==> src/rtl/hreg_pkg.sv <==
package hreg_pkg;

    localparam int ADDR_W        = 32;
    localparam int DATA_W        = 32;
    localparam int BE_W          = DATA_W / 8;
    localparam int DIM_W         = 16;
    localparam int COMP_W        = 3;
    localparam int QT_W          = 8;
    localparam int QT_DEPTH      = 64;
    localparam int QT_IDX_W      = $clog2(QT_DEPTH);
    localparam int STRIDE_LOG2   = 2;
    localparam int ALIGN_BITS    = 3;

    localparam logic [ADDR_W-1:0] OFS_CTRL    = 32'h0000_0000;
    localparam logic [ADDR_W-1:0] OFS_SIZE    = 32'h0000_0004;
    localparam logic [ADDR_W-1:0] OFS_STAT    = 32'h0000_000C;
    localparam logic [ADDR_W-1:0] OFS_QT_BASE = 32'h0000_0100;
    localparam logic [ADDR_W-1:0] QT_SPAN     = ADDR_W'(QT_DEPTH << STRIDE_LOG2);

    typedef enum logic [2:0] {
        RG_NONE,
        RG_CTRL,
        RG_SIZE,
        RG_STAT,
        RG_QT
    } region_e;

    typedef struct packed {
        region_e               region;
        logic [QT_IDX_W-1:0]   idx;
    } dec_t;

    // busy is the least significant bit, size error the most significant
    typedef struct packed {
        logic serr;
        logic done;
        logic busy;
    } status_t;

    // width occupies the upper half of the bus word
    typedef struct packed {
        logic [DIM_W-1:0] width;
        logic [DIM_W-1:0] height;
    } size_t;

    function automatic dec_t decode_addr(input logic [ADDR_W-1:0] a);
        dec_t d;
        d.idx    = a[STRIDE_LOG2 +: QT_IDX_W];
        d.region = RG_NONE;
        if (a == OFS_CTRL)
            d.region = RG_CTRL;
        else if (a == OFS_SIZE)
            d.region = RG_SIZE;
        else if (a == OFS_STAT)
            d.region = RG_STAT;
        else if (a >= OFS_QT_BASE && a < OFS_QT_BASE + QT_SPAN &&
                 a[STRIDE_LOG2-1:0] == '0)
            d.region = RG_QT;
        return d;
    endfunction

    function automatic logic dim_aligned(input logic [DIM_W-1:0] v);
        return v[ALIGN_BITS-1:0] == '0;
    endfunction

endpackage

==> src/rtl/hreg_bus_port.sv <==
module hreg_bus_port
    import hreg_pkg::*;
(
    input  logic              clk,
    input  logic              rst,
    input  logic              sel,
    input  logic              rnw,
    input  logic [ADDR_W-1:0] addr,
    output logic              ack,
    output logic              wr_fire,
    output dec_t              dec
);

    logic ack_q;
    logic served_q;

    always_ff @(posedge clk) begin
        if (rst) begin
            ack_q    <= 1'b0;
            served_q <= 1'b0;
        end else begin
            ack_q <= sel & ~served_q & ~ack_q;
            if (!sel)
                served_q <= 1'b0;
            else if (ack_q)
                served_q <= 1'b1;
        end
    end

    assign ack     = ack_q;
    assign wr_fire = ack_q & sel & ~rnw;
    assign dec     = decode_addr(addr);

    // acknowledge lasts a single cycle
    p_ack_one_cycle_r1: assert property (@(posedge clk) disable iff (rst)
        ack_q |=> !ack_q);

    // acknowledge only follows a sampled select
    p_ack_after_sel_r1: assert property (@(posedge clk) disable iff (rst)
        $rose(ack_q) |-> $past(sel));

    // a held select never earns a second acknowledge
    p_no_reack_r1: assert property (@(posedge clk) disable iff (rst)
        (ack_q && sel) |=> (sel |=> !ack_q));

endmodule

==> src/rtl/hreg_ctrl_stat.sv <==
module hreg_ctrl_stat
    import hreg_pkg::*;
(
    input  logic              clk,
    input  logic              rst,
    input  logic              wr_ctrl,
    input  logic              wr_size,
    input  logic [BE_W-1:0]   be,
    input  logic [DATA_W-1:0] wdata,
    input  logic              core_done,
    output logic              frame_start,
    output logic [COMP_W-1:0] comp_count,
    output size_t             size_q,
    output status_t           status
);

    logic              start_req;
    logic              start_q;
    logic [COMP_W-1:0] comp_q;
    logic [DATA_W-1:0] lane_mask;
    size_t             size_nx;
    status_t           stat_q;

    assign start_req = wr_ctrl & be[0] & wdata[0];

    // per-lane write mask built from byte enables
    for (genvar b = 0; b < BE_W; b++) begin : g_lane
        assign lane_mask[8*b +: 8] = {8{be[b]}};
    end

    assign size_nx = size_t'((wdata & lane_mask) | (DATA_W'(size_q) & ~lane_mask));

    always_ff @(posedge clk) begin
        if (rst) begin
            comp_q  <= '0;
            start_q <= 1'b0;
            size_q  <= '0;
            stat_q  <= '0;
        end else begin
            start_q <= start_req;
            if (wr_ctrl && be[0])
                comp_q <= wdata[COMP_W:1];
            if (wr_size) begin
                size_q      <= size_nx;
                stat_q.serr <= ~(dim_aligned(size_nx.width) & dim_aligned(size_nx.height));
            end
            if (start_req) begin
                stat_q.busy <= 1'b1;
                stat_q.done <= 1'b0;
            end else if (core_done) begin
                stat_q.busy <= 1'b0;
                stat_q.done <= 1'b1;
            end
        end
    end

    assign frame_start = start_q;
    assign comp_count  = comp_q;
    assign status      = stat_q;

    // start pulse is one cycle wide
    p_start_pulse_r3: assert property (@(posedge clk) disable iff (rst)
        frame_start |=> !frame_start);

    // a launched frame is busy and not done
    p_start_busy_r6: assert property (@(posedge clk) disable iff (rst)
        frame_start |-> (status.busy && !status.done));

    // done pulse without a competing start finishes the frame
    p_done_sets_r7: assert property (@(posedge clk) disable iff (rst)
        (core_done && !start_req) |=> (status.done && !status.busy));

    // done is sticky until a start
    p_done_sticky_r7: assert property (@(posedge clk) disable iff (rst)
        (status.done && !start_req) |=> status.done);

endmodule

==> src/rtl/hreg_qtable.sv <==
module hreg_qtable
    import hreg_pkg::*;
(
    input  logic                clk,
    input  logic                rst,
    input  logic                wr_en,
    input  logic [QT_IDX_W-1:0] wr_idx,
    input  logic [QT_W-1:0]     wdata,
    input  logic [QT_IDX_W-1:0] bus_idx,
    output logic [QT_W-1:0]     bus_val,
    input  logic [QT_IDX_W-1:0] core_idx,
    output logic [QT_W-1:0]     core_val
);

    logic [QT_W-1:0] mem [QT_DEPTH];

    always_ff @(posedge clk) begin
        if (rst) begin
            for (int i = 0; i < QT_DEPTH; i++)
                mem[i] <= '0;
        end else if (wr_en) begin
            mem[wr_idx] <= wdata;
        end
    end

    assign bus_val  = mem[bus_idx];
    assign core_val = mem[core_idx];

    // a committed write lands in the addressed entry
    p_qt_write_r8: assert property (@(posedge clk) disable iff (rst)
        wr_en |=> (mem[$past(wr_idx)] == $past(wdata)));

    // entries only move on a write
    p_qt_hold_r9: assert property (@(posedge clk) disable iff (rst)
        !wr_en |=> $stable(core_val) || $changed(core_idx));

endmodule

==> src/rtl/enc_host_regs.sv <==
module enc_host_regs
    import hreg_pkg::*;
(
    input  logic                clk,
    input  logic                rst,
    input  logic                bus_sel,
    input  logic                bus_rnw,
    input  logic [BE_W-1:0]     bus_be,
    input  logic [ADDR_W-1:0]   bus_addr,
    input  logic [DATA_W-1:0]   bus_wdata,
    output logic [DATA_W-1:0]   bus_rdata,
    output logic                bus_ack,
    output logic                bus_retry,
    output logic                bus_err,
    output logic                bus_tout_sup,
    input  logic                core_done,
    output logic                frame_start,
    output logic [COMP_W-1:0]   comp_count,
    output logic [DIM_W-1:0]    img_width,
    output logic [DIM_W-1:0]    img_height,
    input  logic [QT_IDX_W-1:0] qt_idx,
    output logic [QT_W-1:0]     qt_val
);

    logic              wr_fire;
    dec_t              dec;
    size_t             size_q;
    status_t           status;
    logic [QT_W-1:0]   qt_bus_val;
    logic [DATA_W-1:0] rd_mux;

    hreg_bus_port u_port (
        .clk     (clk),
        .rst     (rst),
        .sel     (bus_sel),
        .rnw     (bus_rnw),
        .addr    (bus_addr),
        .ack     (bus_ack),
        .wr_fire (wr_fire),
        .dec     (dec)
    );

    hreg_ctrl_stat u_cs (
        .clk         (clk),
        .rst         (rst),
        .wr_ctrl     (wr_fire && dec.region == RG_CTRL),
        .wr_size     (wr_fire && dec.region == RG_SIZE),
        .be          (bus_be),
        .wdata       (bus_wdata),
        .core_done   (core_done),
        .frame_start (frame_start),
        .comp_count  (comp_count),
        .size_q      (size_q),
        .status      (status)
    );

    hreg_qtable u_qt (
        .clk      (clk),
        .rst      (rst),
        .wr_en    (wr_fire && dec.region == RG_QT && bus_be[0]),
        .wr_idx   (dec.idx),
        .wdata    (bus_wdata[QT_W-1:0]),
        .bus_idx  (dec.idx),
        .bus_val  (qt_bus_val),
        .core_idx (qt_idx),
        .core_val (qt_val)
    );

    always_comb begin
        rd_mux = '0;
        case (dec.region)
            RG_CTRL: rd_mux = DATA_W'({comp_count, 1'b0});
            RG_SIZE: rd_mux = DATA_W'(size_q);
            RG_STAT: rd_mux = DATA_W'(status);
            RG_QT:   rd_mux = DATA_W'(qt_bus_val);
            default: rd_mux = '0;
        endcase
    end

    assign bus_rdata    = (bus_ack && bus_sel && bus_rnw) ? rd_mux : '0;
    assign bus_retry    = 1'b0;
    assign bus_err      = 1'b0;
    assign bus_tout_sup = 1'b0;
    assign img_width    = size_q.width;
    assign img_height   = size_q.height;

    // read data is quiet outside an acknowledge
    p_rdata_quiet_r2: assert property (@(posedge clk) disable iff (rst)
        !bus_ack |-> bus_rdata == '0);

    // size outputs only move on a write acknowledge
    p_size_hold_r4: assert property (@(posedge clk) disable iff (rst)
        !(bus_ack && !bus_rnw) |=> ($stable(img_width) && $stable(img_height)));

endmodule

==> config.mk <==
export PLATFORM = sky130hd
export DESIGN_NAME = enc_host_regs
export DESIGN_NICKNAME = d
export VERILOG_FILES = /design/src/rtl/hreg_pkg.sv /design/src/rtl/hreg_bus_port.sv /design/src/rtl/hreg_ctrl_stat.sv /design/src/rtl/hreg_qtable.sv /design/src/rtl/enc_host_regs.sv
export SDC_FILE = /design/constraint.sdc
export NUM_CORES = 1
export LEC_CHECK = 0
export ABC_CLOCK_PERIOD_IN_PS = 7400
export BUFFER_PORTS_ARGS = -buffer_cell sky130_fd_sc_hd__buf_2
export CORE_UTILIZATION = 50
export DETAILED_ROUTE_END_ITERATION = 12
export GPL_ROUTABILITY_DRIVEN = 0
export PLACE_DENSITY = 0.76
export SLEW_MARGIN = 20
export SYNTH_ARGS = -nofsm -noshare
export SYNTH_HDL_FRONTEND = slang
export SYNTH_SLANG_ARGS = --single-unit
==> constraint.sdc <==
create_clock -name clk -period 7.4 [get_ports clk]
set_clock_uncertainty 0.15 [all_clocks]
set_input_delay 1.48 -clock clk [delete_from_list [all_inputs] [get_ports clk]]
set_output_delay 1.48 -clock clk [all_outputs]
set_load 0.02 [all_outputs]
==> flow_summary.toml <==
[critical_path]
cp-end-kind = "output port"
path_delay_family = "compound AO/OA/AOI/OAI gates"
rrSetupSlack_ps = 3700
cpMaxStageDelayCell = "buf_8"
cp.required_ps = 5770
start_kind = "input port"
cp_max_fo = 68
path_class = "in2out"
crit_path_frequent_cell = "o21ai_0"
cp_cell_sequence = "buf_8, buf_4, mux4_2, o22ai_1, o21ai_0, o21ai_0, o31ai_1, buf_2"
crit_buf_inv = 3
cp.arrival_ps = 4520
slowest_delay_ps = 530

[layout]
layout.area.seq_sq_mm = 0.0162
antenna_cells = 0
nNetsFinal = 2261
multi_input_area_sq_mm = 0.0119
drive_above_1_share_pct = 26.4
fillCellCount = 4443
area_delta_synth_final_pct = 10.4

[global_routing]
grt_overflow = 0
grt_usage_pct = 32.0
grt_max_degree = 69
antenna_found_initial = 1
grt_pass1_vias = 20200
grt_pass1_wl_um = 137000

[synth]
synth_ff_type = "edfxtp_1"
synth_cell_types = 63
syn_area_sq_mm = 0.0290
synthArstFlopShare_pct = 0
synth_area_leaders = "edfxtp_1, mux4_2, nor2_1"
netlist.area_leader.share_pct = 53.1
synth-seq-cells = 553
yosysMostFrequentCell = "nor2_1"
synth_edf_count = 512
netlist_instances = 2103
ys_top_cells_by_count = "nor2_1, edfxtp_1, mux4_2"
avgSynthCellArea_sq_um = 13.8
synth_warnings = 0
synth-seq-area-share_pct = 55.9
yosysTopAreaCell = "edfxtp_1"

[flow_run]
cap_violations = 0

[placement]
dp_hpwl_um = 60700
dpl_worst_slack_ps = 1240
numPortBuffers = 155

[clock_tree]
cts_buffer_depth = 3
cts_inserted_buffers = 56
ctsHoldBuffers = 0
worstSkewPairLatency_ps = 620
htree_num_levels = 2
clock-sinks = 553
ctsResizeCount = 0
post_cts_buffers = 0
root_buffer = "clkbuf_16"
path_clk_slew_ps = 60
cts_tree = "yes"

[power_and_ir_drop]
p_clk_share_pct = 39.1
comb_power_share_pct = 10.3
seqPwrFrac_pct = 50.6
p_per_area_mw_per_mm2 = 219
vdd_drop_max_v = 0.000183
p_sw_share_pct = 24.6
power_leakage_uw = 0.0113
p_int_uw = 5280
switching_power_uw = 1730

[detailed_routing]
route.detailed.drc = 0
drtAntennaViolNets = 0
viasPerCell = 6.93
avgRoutedWirePerCell_um = 31.6
vias = 20700
drt_iter0_drc = 3752
first_pass_iters = 8
wl_um = 94400

[sta]
hold-worst-slack_ps = 289
rsz0062_at_grt = "no"
clock.fmax_mhz = 163
setup_ws_ps = 1250
maxSlewViolCount = 0
fin_crit_sh_pct = 83.1
max_slew_margin_pct = 10.7
period_needed_ps = 6150
worst_slew_pin_slew_ps = 1330
finalSetupViolations = 0
finalHoldViolCount = 0
setup_tns_ps = 0

[die]
fp.dieW_um = 243
rows = 87
die_area_sq_mm = 0.0589
fp.dieH_um = 243
core_area_sq_mm = 0.0568
initial_core_util_pct = 51.0
ios = 159

[worst_hold_path]
hp-class = "reg2reg"

[run_status]
status = "completed"
-- power groups by stage --
stage	logic [uW]	clock network, uW	registers (uW)
after floorplan	458	0	3590
after global placement	687	0	3600
after detailed placement	698	0	3610
after CTS	701	2740	3540
after global routing	739	2840	3550
final	724	2740	3550
-- worst reg2reg max path, stage by stage, from the launching register on --
cell,delay (ps)
dfxtp_1,410
nand2_1,90
nor2_1,250
nand3_1,140
or4_2,1000
buf_4,400
o21bai_1,880
-- flip-flops by register name (all words and copies together) (netlist names), named ones only --
signal and count:
u_cs.frame_start 1, u_port.ack 1, u_cs.size_q 6, u_cs.status 3
u_qt.mem 512, u_cs.comp_count 3, u_port.served_q 1
-- metrics by stage --
stage	total power [uW]	std cells	cell area, sq um	util (%)
2_1_floorplan	4040	2105	29000	-
3_3_place_gp	4280	2880	30300	53.2
3_5_place_dp	4310	2880	30300	53.2
4_1_cts	6980	2984	32000	56.3
5_1_grt	7130	2984	32000	56.3
6_report	7010	2984	32000	56.3
-- placed cells by master (no fill, tap or decap), drive strengths merged, types with 21 or more instances in the layout --
cell      n
a22oi    29
clkinv   27
a21o     46
buf     200
edfxtp  512
and2     61
nand2   115
mux4    273
nor2    565
nand3    27
mux2i    64
o22ai    21
dfxtp    41
clkbuf   74
-- layout make-up --
class / count / share of cell area (%)
clock inverters: 31 / 0.626
repair buffers: 201 / 3.78
inverters: 2 / 0.0235
clock buffers: 73 / 4.74
flip-flops and latches: 553 / 50.6
well taps: 756 / 2.96
multi-input cells: 1368 / 37.2
-- final timing paths --
path,from,to,cells past startpoint
setup reg to reg,u_port.ack$_SDFF_PP0_,u_qt.mem[24][3]$_SDFFCE_PN0P_,6
setup / recovery,bus_addr[2],bus_rdata[6],8
hold reg to reg,u_port.served_q$_SDFFE_PP0P_,u_port.ack$_SDFF_PP0_,1
hold / removal,u_port.served_q$_SDFFE_PP0P_,u_port.ack$_SDFF_PP0_,1
-- cells by family after synthesis --
logic type | Yosys count | synth area share (%)
simple gates | 854 | 12.8
other cells | 1 | 0.0129
buf+inv | 184 | 3.22
mux | 347 | 24.0
compound gates | 164 | 4.00
flops | 553 | 55.9
-- per-layer routing --
metal	global-route usage (%)	routed length [um]	vias up
met5	0	11	-
met4	15.5	5170	2
met3	10.8	15100	323
met2	47.9	42500	1843
met1	41.9	31700	10300
li1	-	-	8203
(Power assumes the default switching activity.)
